File: config.mk
export PLATFORM = sky130hd
export DESIGN_NAME = vec_irq_prio
export DESIGN_NICKNAME = d
export VERILOG_FILES = /design/src/rtl/vec_irq_prio.sv
export SDC_FILE = /design/constraint.sdc
export NUM_CORES = 2
export LEC_CHECK = 0
export BUFFER_PORTS_ARGS = -buffer_cell sky130_fd_sc_hd__buf_2
export CAP_MARGIN = 20
export CELL_PAD_IN_SITES_DETAIL_PLACEMENT = 1
export CELL_PAD_IN_SITES_GLOBAL_PLACEMENT = 1
export CORE_UTILIZATION = 51
export DETAILED_ROUTE_END_ITERATION = 10
export MAX_ROUTING_LAYER = met4
export PLACE_DENSITY = 0.92
export SETUP_SLACK_MARGIN = 0.4
export SLEW_MARGIN = 25
export SYNTH_ARGS = -nofsm -noshare
export SYNTH_HDL_FRONTEND = slang
export SYNTH_SLANG_ARGS = --single-unit
File: constraint.sdc
create_clock -name clk -period 9.71 [get_ports clk]
set_input_delay 1.942 -clock clk [delete_from_list [all_inputs] [get_ports clk]]
set_output_delay 1.942 -clock clk [all_outputs]
set_load 0.05 [all_outputs]
File: src/rtl/vec_irq_prio.sv
module vec_irq_prio #(
  parameter int VW = 8,
  parameter int CW = 16,
  parameter int SW = 16
) (
  input  logic          clk,
  input  logic          rst_n,
  input  logic          set_valid,
  input  logic [VW-1:0] set_vector,
  input  logic          set_level,
  input  logic          ack_req,
  input  logic          eoi,
  input  logic          tpr_we,
  input  logic [VW-1:0] tpr_wdata,
  input  logic          spur_we,
  input  logic [SW-1:0] spur_wdata,
  output logic          irq_pending,
  output logic [VW-1:0] ack_vector,
  output logic          ack_level,
  output logic [VW-1:0] ppr,
  output logic [CW-1:0] new_count
);
  localparam int NV = 1 << VW;
  localparam int CB = VW - 4;

  logic [NV-1:0] irr_q, isr_q, tmr_q;
  logic [VW-1:0] tpr_q;
  logic [VW:0]   spur_q;

  function automatic logic [VW-1:0] top_bit(input logic [NV-1:0] v);
    top_bit = '0;
    for (int i = 0; i < NV; i++)
      if (v[i]) top_bit = i[VW-1:0];
  endfunction

  logic          irr_any, isr_any, spur_en, ack_spur, ack_grant;
  logic [VW-1:0] irr_top, isr_top;
  logic [CB-1:0] isr_cls;
  logic [NV-1:0] grant_bit, eoi_bit, set_bit;

  assign irr_any = |irr_q;
  assign isr_any = |isr_q;
  assign irr_top = top_bit(irr_q);
  assign isr_top = top_bit(isr_q);
  assign spur_en = spur_q[VW];
  assign isr_cls = isr_any ? isr_top[VW-1:4] : '0;

  assign ppr = (tpr_q[VW-1:4] >= isr_cls) ? tpr_q : {isr_cls, 4'h0};

  assign irq_pending = spur_en && irr_any &&
                       ((ppr == '0) || (irr_top[VW-1:4] > ppr[VW-1:4]));

  assign ack_spur  = !spur_en || !irr_any || ((tpr_q != '0) && (irr_top <= tpr_q));
  assign ack_grant = ack_req && !ack_spur;

  assign grant_bit = ack_grant ? (NV'(1) << irr_top) : '0;
  assign eoi_bit   = (eoi && isr_any) ? (NV'(1) << isr_top) : '0;
  assign set_bit   = set_valid ? (NV'(1) << set_vector) : '0;

  always_ff @(posedge clk) begin
    if (!rst_n) begin
      irr_q      <= '0;
      isr_q      <= '0;
      tmr_q      <= '0;
      tpr_q      <= '0;
      spur_q     <= {1'b0, {VW{1'b1}}};
      ack_vector <= '0;
      ack_level  <= 1'b0;
      new_count  <= '0;
    end else begin
      irr_q <= (irr_q & ~grant_bit) | set_bit;
      isr_q <= (isr_q & ~eoi_bit) | grant_bit;
      if (set_valid) begin
        tmr_q[set_vector] <= set_level;
        if (!irr_q[set_vector]) new_count <= new_count + 1'b1;
      end
      if (tpr_we)  tpr_q  <= tpr_wdata;
      if (spur_we) spur_q <= spur_wdata[VW:0];
      if (ack_req) begin
        ack_vector <= ack_grant ? irr_top : spur_q[VW-1:0];
        ack_level  <= ack_grant ? tmr_q[irr_top] : 1'b0;
      end
    end
  end
endmodule

==> out/metrics.csv <==
stage,metric,value,unit
status,status,completed,
power,Peak VDD IR,146,uV
power,P_leak,15.5,nW
worst_setup_path,maximum fanout along the worst path,12,
logic_synthesis,distinct cell type count after synthesis,79,
worst_setup_path,crit path launch type,register,
placement,routability congestion estimate from global placement,1.07,
logic_synthesis,largest area contributor in the netlist,dfxtp_1,
logic_synthesis,top-area cell type share of the netlist area,39.3,%
floorplan,core area,79500,um2
worst_setup_path,FF-to-FF End,irr_q[75],
worst_setup_path,CP endpoint kind,output pin,
logic_synthesis,Syn Area/Cell,7.57,um2
power,total power,8.04,mW
worst_setup_path,CP arrival,7000,ps
floorplan,row count,103,
clocking,H-tree depth,3,
min_path,Min-Delay Path Class,register to register,
drt,Via-to-Cell Ratio,7.41,
cells_and_area,FILL cells,9824,
global_routing,gr ovfl total,0,
sta,RSZ-0062 raised after global routing,false,
cells_and_area,finished layout cell area,45500,um2
cells_and_area,NumNets Final,5398,
drt,DR WL/cell,32.0,um
sta,Max Freq,112,MHz
drt,vias,48000,
cells_and_area,share of layout cells above drive strength 1,8.97,%
sta,Least-Margin Pin Slew,1170,ps
drt,DRC Markers,0,
logic_synthesis,Synth Flop Type,dfxtp_1,
sta,final worst path period share,92.1,%
drt,final wirelength,207,mm
worst_setup_path,Worst EP required,7770,ps
drt,post-route ant nets,0,
logic_synthesis,#FFs+latches synth,810,
worst_setup_path,CP Launch Point,isr_q[79],
sta,max-slew violation count,0,
clocking,CTS root buf,clkbuf_16,
global_routing,vias in the first global route,46300,
drt,drt first-iter violations,8272,
placement,# port buffers,66,
logic_synthesis,number of synthesized flops with an enable pin,0,
sta,Final Hold Viols,0,
sta,# setup viols final,0,
global_routing,initial antenna violation count,12,
placement,DP Area,42400,um2
clocking,CTS tree,built,
worst_setup_path,FF-to-FF Start,irr_q[96],
logic_synthesis,Post-Synthesis Cells,5444,
floorplan,Top Ports,74,
logic_synthesis,Yosys warnings,0,
logic_synthesis,Post-Syn Nets,5501,
worst_setup_path,length in cells of the worst reg-to-reg path,21,
clocking,clock buffer count from CTS,89,
sta,Setup TNS Final,0,ps
logic_synthesis,share of flip-flops with an asynchronous set or reset,0,%
floorplan,area of the die,82000,um2
clocking,"CTS clk-pin slew, worst paths",60,ps
logic_synthesis,Mapped Area,41200,um2
floorplan,die width,286,um
cells_and_area,Layout area overhead,10.4,%
logic_synthesis,register area share after synthesis,39.3,%
drt,DRT Pass-1 Iters,9,
sta,Rel. slew slack,20.2,%
flow_run,max-cap violations,0,
clocking,worst-skew pair later-pin latency,710,ps
floorplan,die span in y,286,um
clocking,CTS max path bufs,3,
power,Power Density,177,nW/um2
sta,minimum clock period after layout,8940,ps
logic_synthesis,top post-synthesis cells by area,"dfxtp_1 39%, a21oi_1 9.7%, nand2_1 9.0%, o21ai_0 5.2%, mux4_2 4.8%",
clocking,Clock Sinks,810,
sta,clk_skew,27.5,ps
worst_setup_path,Worst Setup EP,irq_pending,
worst_setup_path,r2r setup slk,1820,ps
global_routing,first-pass GRT wire length,302,mm
global_routing,largest net degree at the start of global routing,215,
worst_setup_path,Setup CP Type,register to output pin,
global_routing,aggregate global-route resource usage,50.6,%
min_path,worst hold stages,2,
floorplan,Starting Density,51.8,%
placement,HPWL after DPL,140,mm
clocking,Setup Buffers After CTS,0,
## cells in the final DEF, fill, tap and decap left out, drive strengths merged, types with 97 or more instances in the layout
cell type,count
nand2,985
dfxtp,810
a21oi,802
nor2,452
o21ai,441
nand3,344
buf,157
nor4,153
nor3,136
inv,130
clkbuf,124
mux2i,97
## how the worst min path moves through the flow
stage / start / end / slack (ps)
after floorplan: tmr_q[214] / tmr_q[214] / 430
after CTS: tmr_q[56] / tmr_q[56] / 450
after global routing: tmr_q[6] / tmr_q[6] / 470
after global placement: tmr_q[20] / tmr_q[20] / 440
after detailed placement: tmr_q[56] / tmr_q[56] / 450
final: tmr_q[23] / tmr_q[23] / 450
## state kept, by name (all words and copies together), names as in the netlist
signal      count
ack_vector      8
irr_q         256
tpr_q           8
isr_q         256
new_count      16
spur_q          9
ack_level       1
tmr_q         256
## report_power, final
group	leakage (nW)	internal, mW	total, mW	switching, mW
sequential	6.53	3.33	3.35	0.0117
clock	1.48	2.06	3.63	1.58
combinational	7.49	0.233	1.06	0.826
total	15.5	5.62	8.04	2.42
## Yosys cell counts, types with 17 or more instances
| master | number |
|---|---|
| nor4_1 | 153 |
| nor2b_1 | 30 |
| o31ai_1 | 38 |
| mux2_2 | 25 |
| a21oi_1 | 802 |
| a22oi_1 | 88 |
| ha_1 | 17 |
| nor2_1 | 450 |
| nand3_1 | 344 |
| nand2_1 | 985 |
| a31oi_1 | 28 |
| or4_1 | 30 |
| nor3_1 | 136 |
| nand4_1 | 29 |
| o21ai_0 | 426 |
| mux2i_1 | 97 |
| clkbuf_1 | 294 |
| nand2b_1 | 29 |
| buf_2 | 39 |
| and3_1 | 20 |
| o211ai_1 | 26 |
| or3_1 | 20 |
| inv_1 | 120 |
| a211oi_1 | 26 |
| dfxtp_1 | 810 |
| mux4_2 | 88 |
| o2111ai_1 | 23 |
## metal layers
metal  vias to the layer above  part of all wire (%)  GRT usage [%]
met5                         -                     0              -
met4                         0                   7.9           33.0
met3                      1221                    16           20.4
met2                      4204                    40           68.0
met1                     23100                    36           61.8
li1                      19500                     -              -
## critical path, stage by stage, from the launching register on
cell and delay, ps:
dfxtp_1 350, nor4_1 640, nand3_1 230, or3_1 480
o21ai_1 260, a21oi_1 130, o31ai_1 320, a21oi_1 120
o31ai_1 210, a311o_1 640, ha_1 360, nand2b_1 150
a21o_1 180, a21o_1 190, a21oi_2 450, nor2_1 100
a21oi_1 200, ha_1 280, nor2b_1 130, o21ai_0 170
nand2b_1 80, a21oi_1 160, a41oi_1 70, o21a_1 210
buf_2 210
## cell families after synthesis
logic type	after synthesis	synth area share, %
buf+inv	477	4.56
fa+ha+maj	17	0.516
xor+xnor	12	0.255
mux	213	7.93
compound gates	1645	22.9
simple gates	2270	24.5
flops	810	39.3
## timing repair
action,in CTS,in global routing
endpoints found under the hold margin,0,0
hold buffers,0,0
gates resized for setup,0,1
setup endpoints to repair,0,1
## through the flow
| stage | setup slack (ps) | util [%] | cells | hold slack (ps) |
|---|---|---|---|---|
| floorplan | 2360 | - | 5444 | 432 |
| global route | 441 | 57.2 | 6470 | 472 |
| finish | 768 | 57.2 | 6476 | 454 |
| global placement | 1720 | 53.3 | 6300 | 438 |
| detailed placement | 1650 | 53.3 | 6300 | 447 |
| CTS | 808 | 57.1 | 6456 | 454 |
## cell type report
cell class / instances / area, um2 / share of cell area, %
well taps: 1050 / 1310 / 2.89
clock inverters: 32 / 455 / 1.00
diodes: 20 / 50.0 / 0.110
inverters: 126 / 480 / 1.06
clock buffers: 124 / 2550 / 5.60
multi-input cells: 4157 / 23400 / 51.4
repair buffers: 157 / 1070 / 2.34
flip-flops and latches: 810 / 16200 / 35.6
No activity file was read; power rests on OpenSTA's default activity.
